[src/rtl/spi_evt_pkg.sv]
package spi_evt_pkg;
  localparam int EVT_N  = 3;
  localparam int EV_UFL = 0;
  localparam int EV_RXF = 1;
  localparam int EV_EOW = 2;
  typedef logic [EVT_N-1:0] evt_vec_t;
endpackage

[src/rtl/spi_tx_sched.sv]
module spi_tx_sched (
  input  logic clk,
  input  logic rst,
  input  logic chan_en,
  input  logic shift_ready,
  input  logic rx_full_flag,
  input  logic halted,
  input  logic tx_empty,
  input  logic tx_load,
  output logic ufl_evt,
  output logic shift_start
);
  logic grant;
  logic loaded_q;

  // a word may go out only if there is room to receive the reply
  assign grant   = chan_en & shift_ready & ~rx_full_flag & ~halted;
  assign ufl_evt = grant & tx_empty & loaded_q;

  always_ff @(posedge clk) begin
    if (rst) begin
      loaded_q    <= 1'b0;
      shift_start <= 1'b0;
    end else begin
      shift_start <= grant;
      if (!chan_en)     loaded_q <= 1'b0;
      else if (tx_load) loaded_q <= 1'b1;
    end
  end
endmodule

[src/rtl/spi_rx_evt.sv]
module spi_rx_evt #(
  parameter int LVL_W = 7
) (
  input  logic             clk,
  input  logic             rst,
  input  logic             chan_en,
  input  logic             rx_fifo_en,
  input  logic             rx_word_valid,
  input  logic [LVL_W-1:0] rx_level,
  input  logic [LVL_W-1:0] afl_level,
  input  logic             host_rd,
  output logic             rxf_evt
);
  logic             armed_q;
  logic [LVL_W-1:0] rd_cnt_q;
  logic [LVL_W:0]   rd_nxt;
  logic             fifo_hit;

  assign rd_nxt   = {1'b0, rd_cnt_q} + {{LVL_W{1'b0}}, 1'b1};
  assign fifo_hit = armed_q & (afl_level != '0) & (rx_level >= afl_level);
  assign rxf_evt  = chan_en & (rx_fifo_en ? fifo_hit : rx_word_valid);

  always_ff @(posedge clk) begin
    if (rst || !chan_en) begin
      armed_q  <= 1'b1;
      rd_cnt_q <= '0;
    end else if (rx_fifo_en) begin
      if (rxf_evt) begin
        armed_q  <= 1'b0;
        rd_cnt_q <= '0;
      end else if (!armed_q && host_rd) begin
        if (rd_nxt >= {1'b0, afl_level}) begin
          armed_q  <= 1'b1;
          rd_cnt_q <= '0;
        end else begin
          rd_cnt_q <= rd_nxt[LVL_W-1:0];
        end
      end
    end
  end
endmodule

[src/rtl/spi_wcnt_ctrl.sv]
module spi_wcnt_ctrl #(
  parameter int WCNT_W = 16
) (
  input  logic              clk,
  input  logic              rst,
  input  logic              chan_en,
  input  logic              fifo_used,
  input  logic [WCNT_W-1:0] wcnt,
  input  logic              wcnt_wr,
  input  logic              shift_done,
  output logic              eow_evt,
  output logic              halted
);
  logic [WCNT_W-1:0] cnt_q;
  logic [WCNT_W:0]   cnt_nxt;
  logic              rewr_q;
  logic              en_d_q;
  logic              counting;
  logic              release_now;

  assign cnt_nxt     = {1'b0, cnt_q} + {{WCNT_W{1'b0}}, 1'b1};
  assign counting    = chan_en & fifo_used & (wcnt != '0) & ~halted & shift_done;
  assign eow_evt     = counting & ~wcnt_wr & (cnt_nxt >= {1'b0, wcnt});
  assign release_now = halted & rewr_q & chan_en & ~en_d_q;

  always_ff @(posedge clk) begin
    if (rst) begin
      cnt_q  <= '0;
      rewr_q <= 1'b0;
      en_d_q <= 1'b0;
      halted <= 1'b0;
    end else begin
      en_d_q <= chan_en;
      if (wcnt_wr)       cnt_q <= '0;
      else if (eow_evt)  cnt_q <= '0;
      else if (counting) cnt_q <= cnt_nxt[WCNT_W-1:0];

      if (eow_evt) begin
        halted <= 1'b1;
      end else if (release_now) begin
        halted <= 1'b0;
        rewr_q <= 1'b0;
      end else if (halted && wcnt_wr) begin
        rewr_q <= 1'b1;
      end
    end
  end
endmodule

[src/rtl/spi_evt_status.sv]
module spi_evt_status
  import spi_evt_pkg::*;
(
  input  logic     clk,
  input  logic     rst,
  input  evt_vec_t evt,
  input  evt_vec_t clr,
  input  evt_vec_t en,
  output evt_vec_t status,
  output logic     irq
);
  evt_vec_t st_next;

  for (genvar i = 0; i < EVT_N; i++) begin : g_bit
    assign st_next[i] = evt[i] | (status[i] & ~clr[i]);
    always_ff @(posedge clk) begin
      if (rst) status[i] <= 1'b0;
      else     status[i] <= st_next[i];
    end
  end

  always_ff @(posedge clk) begin
    if (rst) irq <= 1'b0;
    else     irq <= |(st_next & en);
  end
endmodule

[src/rtl/spi_xfer_evt_ctrl.sv]
module spi_xfer_evt_ctrl
  import spi_evt_pkg::*;
#(
  parameter int FIFO_BYTES = 64,
  parameter int WCNT_W     = 16,
  localparam int LVL_W     = $clog2(FIFO_BYTES + 1)
) (
  input  logic              clk,
  input  logic              rst,
  input  logic              chan_en,
  input  logic              tx_fifo_en,
  input  logic              rx_fifo_en,
  input  logic              tx_empty,
  input  logic              tx_load,
  input  logic              rx_full_flag,
  input  logic              rx_word_valid,
  input  logic [LVL_W-1:0]  rx_level,
  input  logic [LVL_W-1:0]  afl_level,
  input  logic              host_rd,
  input  logic [WCNT_W-1:0] wcnt,
  input  logic              wcnt_wr,
  input  logic              shift_ready,
  input  logic              shift_done,
  input  logic [2:0]        irq_en,
  input  logic [2:0]        stat_clr,
  output logic              shift_start,
  output logic              halted,
  output logic [2:0]        status,
  output logic              irq
);
  evt_vec_t evt;
  logic     ufl_evt, rxf_evt, eow_evt;

  spi_tx_sched u_tx (
    .clk, .rst, .chan_en, .shift_ready, .rx_full_flag,
    .halted, .tx_empty, .tx_load, .ufl_evt, .shift_start
  );

  spi_rx_evt #(.LVL_W(LVL_W)) u_rx (
    .clk, .rst, .chan_en, .rx_fifo_en, .rx_word_valid,
    .rx_level, .afl_level, .host_rd, .rxf_evt
  );

  spi_wcnt_ctrl #(.WCNT_W(WCNT_W)) u_wc (
    .clk, .rst, .chan_en, .fifo_used(tx_fifo_en | rx_fifo_en),
    .wcnt, .wcnt_wr, .shift_done, .eow_evt, .halted
  );

  always_comb begin
    evt         = '0;
    evt[EV_UFL] = ufl_evt;
    evt[EV_RXF] = rxf_evt;
    evt[EV_EOW] = eow_evt;
  end

  spi_evt_status u_st (
    .clk, .rst, .evt, .clr(stat_clr), .en(irq_en), .status, .irq
  );
endmodule

[config.mk]
export PLATFORM = sky130hd
export DESIGN_NAME = spi_xfer_evt_ctrl
export DESIGN_NICKNAME = d
export VERILOG_FILES = /design/src/rtl/spi_evt_pkg.sv /design/src/rtl/spi_tx_sched.sv /design/src/rtl/spi_rx_evt.sv /design/src/rtl/spi_wcnt_ctrl.sv /design/src/rtl/spi_evt_status.sv /design/src/rtl/spi_xfer_evt_ctrl.sv
export SDC_FILE = /design/constraint.sdc
export NUM_CORES = 1
export LEC_CHECK = 0
export BUFFER_PORTS_ARGS = -buffer_cell sky130_fd_sc_hd__buf_4
export CELL_PAD_IN_SITES_DETAIL_PLACEMENT = 0
export CELL_PAD_IN_SITES_GLOBAL_PLACEMENT = 1
export CORE_MARGIN = 2
export CORE_UTILIZATION = 40
export CTS_CLUSTER_SIZE = 30
export DETAILED_ROUTE_END_ITERATION = 8
export PLACE_DENSITY_LB_ADDON = 0.25
export SLEW_MARGIN = 20
export SYNTH_ARGS = -nofsm -noshare
export SYNTH_HDL_FRONTEND = slang
export SYNTH_SLANG_ARGS = --single-unit
[constraint.sdc]
create_clock -name clk -period 4.1 [get_ports clk]
set_clock_uncertainty 0.15 [all_clocks]
set_input_delay 0.41 -clock clk [delete_from_list [all_inputs] [get_ports clk]]
set_output_delay 0.41 -clock clk [all_outputs]
set_load 0.05 [all_outputs]
==> impl_metrics.py, run 1 <==
metrics = {
    "cts": {
        "cts.sinks": 33,
        "insertion_delay_ns": 0.28,
        "clockBufferDepth": 2,
        "cts_tree": "yes",
        "clk_pin_slew_ns": 0.07,
        "hold_buffers": 0,
        "postCtsSetupRepairBufs": 0,
        "cts_buffers": 5,
        "h-tree-depth": 2,
        "cts_root_buffer": "clkbuf_8",
        "ctsResizeCount": 0,
    },
    "die": {
        "core_area_mm2": 0.00628,
        "initial_utilization_pct": 40.8,
        "floorplan.die.width_um": 84.0,
        "io-pin-count": 55,
        "die_h_um": 84.0,
        "die-area_mm2": 0.00705,
        "num_rows": 29,
    },
    "sta": {
        "grt_setup_unrepaired": "false",
        "setup_violations": 0,
        "post-route-min-period_ns": 3.63,
        "slew_headroom_pct": 55.7,
        "fmax_mhz": 276,
        "finalHoldViolCount": 0,
        "fin_crit_sh_pct": 88.5,
        "finalSetupTns_ns": 0,
        "worst_slew_pin_slew_ns": 0.663,
        "setup_ws_ns": 0.470,
        "report.final.slew_viol_count": 0,
        "finalHoldWorstSlack_ns": 0.166,
    },
    "min_path": {
        "hold_path_class": "in -> reg",
        "whs_path_depth": 2,
    },
    "synthesis": {
        "synth_edf_count": 0,
        "syn-num-nets": 399,
        "syn_area_per_cell_um2": 8.05,
        "muxShareOfSynthArea_pct": 0,
        "synth_top_family_by_area": "simple AND/OR/NAND/NOR gates",
        "synth_area_mm2": 0.00256,
        "synth_top_area_share_pct": 25.8,
        "synthArstFlopShare_pct": 0,
        "ys_top_cells_by_area": "dfxtp_1, ha_1, nand2_1, xnor2_1, nand3_1",
        "synth_compound_area_share_pct": 17.4,
        "synth_top_flop_cell": "dfxtp_1",
        "synth_fa_ha_area_share_pct": 15.6,
        "ys_seq_elements": 33,
        "ys_warn_count": 0,
        "synth_area_leader_cell": "dfxtp_1",
        "yosysUniqueCellTypes": 51,
        "synth-simple-area-share_pct": 27.8,
        "synth-seq-area-share_pct": 25.8,
        "synth-xor-area-share_pct": 8.22,
        "synth_cells": 318,
    },
    "finish": {
        "final_cells": 447,
        "n_fill_cell": 655,
        "antenna_cells": 0,
        "fin_nets": 452,
        "layout_commonest_cell": "buf_4",
        "area_delta_synth_final_pct": 21.0,
        "ff_latch_area_um2": 661,
        "layout_common_cells": "buf_4, nand2_1, dfxtp_1, ha_1",
        "layout-drive-gt1-share_pct": 20.3,
        "multiInputGateArea_mm2": 0.00177,
    },
    "placement": {
        "placed_cells": 441,
        "portBuffers": 54,
        "dp_slack_ns": 0.440,
        "dp_hpwl_um": 4700,
        "gp_congestion": 0.784,
    },
    "global_route": {
        "grt_pass1_vias": 2218,
        "grt_overflow": 0,
        "grt_max_degree": 20,
        "antenna_found_initial": 0,
        "grt_use_total_pct": 16.8,
        "grt_pass1_wl_um": 9870,
    },
    "worst_setup_path": {
        "path_max_fanout": 15,
        "rr_worst_depth": 11,
        "setup.worst_path.end_class": "flop",
        "arrival_ns": 3.64,
        "crit_path_start_kind": "flop",
        "worst_ep_required_time_ns": 4.11,
        "critical_path_class": "reg -> reg",
    },
    "power": {
        "powerDensity_mw_per_mm2": 211,
        "p_leak_nw": 1.48,
        "power_frac_seq_pct": 49.8,
        "p_sw_share_pct": 25.2,
        "combPwrFrac_pct": 16.2,
        "switching_power_w": 0.000165,
        "p_int_w": 0.000488,
        "clockPowerShare_pct": 33.9,
        "irDropWorstVdd_v": 0.000201,
    },
    "outcome": {
        "outcome": "completed",
    },
    "flow_run": {
        "maxCapViolations": 0,
    },
    "routing": {
        "route.antenna.remaining_nets": 0,
        "drt_drc_violations_left": 0,
        "via_per_inst": 5.25,
        "wl_per_cell_um": 12.9,
        "drt_iter0_markers": 56,
        "drtPass1Iterations": 4,
        "drt-total-wl_um": 5780,
        "via_count": 2345,
    },
}
-- path summary, 6_finish.rpt --
| check | from | end | slack [ns] |
|---|---|---|---|
| worst min register to register | u_tx.loaded_q | u_tx.loaded_q | 0.33 |
| worst max register to register | u_wc.cnt_q[0] | u_st.irq | 0.47 |
| worst max-delay path | u_wc.cnt_q[0] | u_st.irq | 0.47 |
| worst min-delay path | rx_full_flag | u_tx.shift_start | 0.17 |
-- per-layer routing --
| metal | track usage [%] | vias up | share of wire, % |
|---|---|---|---|
| li1 | - | 1246 | - |
| met1 | 21.5 | 1053 | 48 |
| met2 | 29.3 | 42 | 48 |
| met3 | 3.36 | 4 | 3.8 |
| met4 | 3.52 | 0 | 0.74 |
| met5 | 0 | - | 0 |
-- worst max-delay path: stages, from the launching register on --
cell and delay (ns):
dfxtp_1 0.42, ha_1 0.30, nand3_4 0.14, nor3_4 0.36, nand3_1 0.19, xnor2_1 0.17
ha_1 0.31, a21o_1 0.16, a221o_1 0.37, a211oi_4 0.60, o41ai_1 0.15, o21bai_1 0.17
-- sequential cells by signal (all words and copies together), names as in the netlist --
| register | count |
|---|---|
| u_st.status | 3 |
| u_tx.shift_start | 1 |
| u_wc.halted | 1 |
| u_wc.cnt_q | 16 |
| u_wc.rewr_q | 1 |
| u_st.irq | 1 |
| u_rx.rd_cnt_q | 7 |
| u_wc.en_d_q | 1 |
| u_rx.armed_q | 1 |
| u_tx.loaded_q | 1 |
-- power groups by stage --
stage	combinational [W]	sequential, W	clock (W)
finish	0.000106	0.000325	0.000222
CTS	0.000108	0.000325	0.000231
global route	0.000120	0.000325	0.000246
detailed placement	0.000107	0.000332	0
floorplan	0.0000471	0.000337	0
global placement	0.000106	0.000332	0
-- final cells by class --
| cell class | count | area share (%) |
|---|---|---|
| clock buffers | 5 | 2.22 |
| multi-input cells | 252 | 57.1 |
| repair buffers | 54 | 13.1 |
| clock inverters | 1 | 0.162 |
| inverters | 25 | 3.03 |
| well taps | 77 | 3.11 |
| flip-flops and latches | 33 | 21.3 |
-- synthesized netlist by cell type, drive strengths merged, types with 7 or more instances --
master / n
xnor2: 13
a21oi: 14
nand4: 9
xor2: 11
and3: 7
o21ai: 11
dfxtp: 33
nand3: 23
inv: 25
nor4: 10
nand2b: 7
nand2: 33
ha: 32
nor2: 26
-- through the flow --
stage	total power (W)	util (%)	cell area, µm²
after floorplan	0.000384	-	2560
after global placement	0.000438	48.2	3020
after detailed placement	0.000440	48.2	3020
after CTS	0.000664	49.3	3100
after global routing	0.000692	49.3	3100
final	0.000653	49.3	3100
-- kinds of logic after synthesis --
group | Yosys count
flops | 33
xor+xnor | 24
buf+inv | 33
compound gates | 59
simple gates | 137
fa+ha+maj | 32
Power figures use the tool's default switching activity.
==> inputs of run 2 (changes only) <==
--- a/config.mk
+++ b/config.mk
@@ -13,5 +13,5 @@
 export CTS_CLUSTER_SIZE = 30
 export DETAILED_ROUTE_END_ITERATION = 8
-export PLACE_DENSITY_LB_ADDON = 0.25
+export PLACE_DENSITY_LB_ADDON = 0.1
 export SLEW_MARGIN = 20
 export SYNTH_ARGS = -nofsm -noshare
==> constraint.sdc (replaced) <==
create_clock -name clk -period 4.1 [get_ports clk]
set_clock_uncertainty 0.15 [all_clocks]
set_input_delay 0.615 -clock clk [delete_from_list [all_inputs] [get_ports clk]]
set_output_delay 0.615 -clock clk [all_outputs]
set_load 0.05 [all_outputs]
==> run 2 against run 1 <==
Die area unchanged. Combinational power about the same. Clock power hardly changed. Power shrank 0.33%. Worst hold slack better by 0.16 ns. Global-route usage increased by 0.21 points. Sequential power about the same. Clock-buffer cell count is the same. Non-clock buffer count grew 1. Fmax fell by 0.32%.
==> impl_metrics.py, run 2 (synthesis gave the netlist of run 1 again) <==
metrics = {
    "global_route": {
        "antenna_found_initial": 0,
        "grt_pass1_vias": 2240,
        "grt_use_total_pct": 17.0,
        "grt_pass1_wl_um": 9880,
        "grt_max_degree": 20,
        "grt_overflow": 0,
    },
    "finish": {
        "area_delta_synth_final_pct": 21.3,
        "top_regs": "u_wc.cnt_q: 16 flops, u_rx.rd_cnt_q: 7 flops, u_st.status: 3 flops",
        "layout_commonest_cell": "buf_4",
        "layout-drive-gt1-share_pct": 20.5,
        "max_flop_register": "u_wc.cnt_q",
        "final_cell_area_mm2": 0.00310,
        "largest_reg_flops": 16,
        "n_fill_cell": 639,
        "fin_nets": 453,
        "antenna_cells": 0,
        "layout_common_cells": "buf_4, nand2_1, dfxtp_1, ha_1",
    },
    "routing": {
        "drt_iter0_markers": 119,
        "drtPass1Iterations": 4,
        "wl_per_cell_um": 12.9,
        "via_count": 2349,
        "drt-total-wl_um": 5780,
        "via_per_inst": 5.24,
        "route.antenna.remaining_nets": 0,
        "drt_drc_violations_left": 0,
    },
    "sta": {
        "fin_crit_sh_pct": 88.8,
        "worst_slew_pin_slew_ns": 0.666,
        "report.final.slew_viol_count": 0,
        "slew_headroom_pct": 55.5,
        "post-route-min-period_ns": 3.64,
        "grt_setup_unrepaired": "false",
        "finalHoldViolCount": 0,
        "fmax_mhz": 275,
        "finalSetupTns_ns": 0,
        "setup_violations": 0,
    },
    "worst_setup_path": {
        "setup.worst_path.end_class": "flop",
        "critical_path_class": "reg -> reg",
        "regToRegSetupSlack_ns": 0.46,
        "arrival_ns": 3.65,
        "regToRegStartpoint": "u_wc.cnt_q[0]",
        "crit_path_start_kind": "flop",
        "worst_ep_required_time_ns": 4.11,
        "rr_worst_depth": 12,
        "startpoint": "u_wc.cnt_q[0]",
        "r2r_end": "u_st.irq",
        "path_max_fanout": 9,
    },
    "die": {
        "initial_utilization_pct": 40.8,
        "core_area_mm2": 0.00628,
        "die-area_mm2": 0.00705,
        "floorplan.die.width_um": 84.0,
        "die_h_um": 84.0,
        "num_rows": 29,
        "io-pin-count": 55,
    },
    "flow_run": {
        "maxCapViolations": 0,
    },
    "cts": {
        "cts_tree": "yes",
        "ctsResizeCount": 0,
        "clockBufferDepth": 2,
        "cts.sinks": 33,
        "postCtsSetupRepairBufs": 0,
        "insertion_delay_ns": 0.28,
        "cts_root_buffer": "clkbuf_8",
        "clk_pin_slew_ns": 0.07,
        "h-tree-depth": 2,
        "cts_buffers": 5,
        "hold_buffers": 0,
    },
    "power": {
        "irDropWorstVdd_v": 0.000130,
        "powerDensity_mw_per_mm2": 210,
        "p_leak_nw": 1.49,
    },
    "min_path": {
        "min-delay-start": "u_wc.cnt_q[1]",
        "worstHoldEndpoint": "u_wc.cnt_q[1]",
        "whs_path_depth": 2,
        "hold_path_class": "reg -> reg",
    },
    "placement": {
        "gp_congestion": 0.799,
        "portBuffers": 54,
        "placed_cell_area_mm2": 0.00303,
        "dp_hpwl_um": 4680,
    },
    "outcome": {
        "outcome": "completed",
    },
}
run 2: cell count changes in the layout (fill, tap and decap cells not counted), sizes merged:
| cell | previous run | this run |
|---|---|---|
| buf | 54 | 55 |
run 2: area by class of cell:
type | count | area, µm² | share of cell area, %
Multi-Input combinational cell | 252 | 1770 | 56.9
Sequential cell | 33 | 661 | 21.3
Timing Repair Buffer | 55 | 413 | 13.3
Tap cell | 77 | 96.3 | 3.10
Inverter | 25 | 93.8 | 3.02
Clock buffer | 5 | 68.8 | 2.22
Clock inverter | 1 | 5.00 | 0.161
run 2: metal layers:
layer	routed length [µm]	share of wire [%]	GRT usage [%]	vias up
met2	2610	45	26.6	57
met5	0	0	0	-
met3	260	4.5	3.26	11
met1	2790	48	23.2	1041
li1	-	-	-	1240
met4	114	2.0	6.30	0
run 2: power breakdown:
group	internal (W)	switching (W)
logic	0.0000531	0.0000526
clock network	0.000111	0.000108
registers	0.000324	0.00000187
total	0.000488	0.000162
run 2: worst max-delay path, cell delays in order (launching register included):
cell      delay, ns
dfxtp_1        0.42
ha_1           0.30
nand3_4        0.14
nor3_4         0.36
nand3_1        0.19
xnor2_1        0.17
ha_1           0.31
a21o_1         0.16
a221o_1        0.38
a211oi_4       0.44
buf_4          0.24
o41ai_1        0.08
o21bai_1       0.17
run 2: worst max path at each step:
stage                                to  slack, ns  depth (start not counted)
final                          u_st.irq       0.46                         12
after detailed placement       u_st.irq       0.48                         12
after floorplan           u_wc.cnt_q[3]       0.87                         13
after global placement         u_st.irq       0.57                         12
after CTS                      u_st.irq       0.44                         12
after global routing           u_st.irq       0.20                         12
run 2: through the flow:
| step | hold slack [ns] | power, W | instances | utilization, % | worst slack [ns] |
|---|---|---|---|---|---|
| 6_report | 0.327 | 0.000651 | 448 | 49.5 | 0.459 |
| 5_1_grt | 0.369 | 0.000692 | 448 | 49.5 | 0.196 |
| 4_1_cts | 0.331 | 0.000664 | 448 | 49.5 | 0.440 |
| 3_5_place_dp | 0.321 | 0.000439 | 442 | 48.3 | 0.478 |
| 3_3_place_gp | 0.310 | 0.000439 | 442 | 48.3 | 0.569 |
| 2_1_floorplan | 0.288 | 0.000384 | 318 | - | 0.872 |
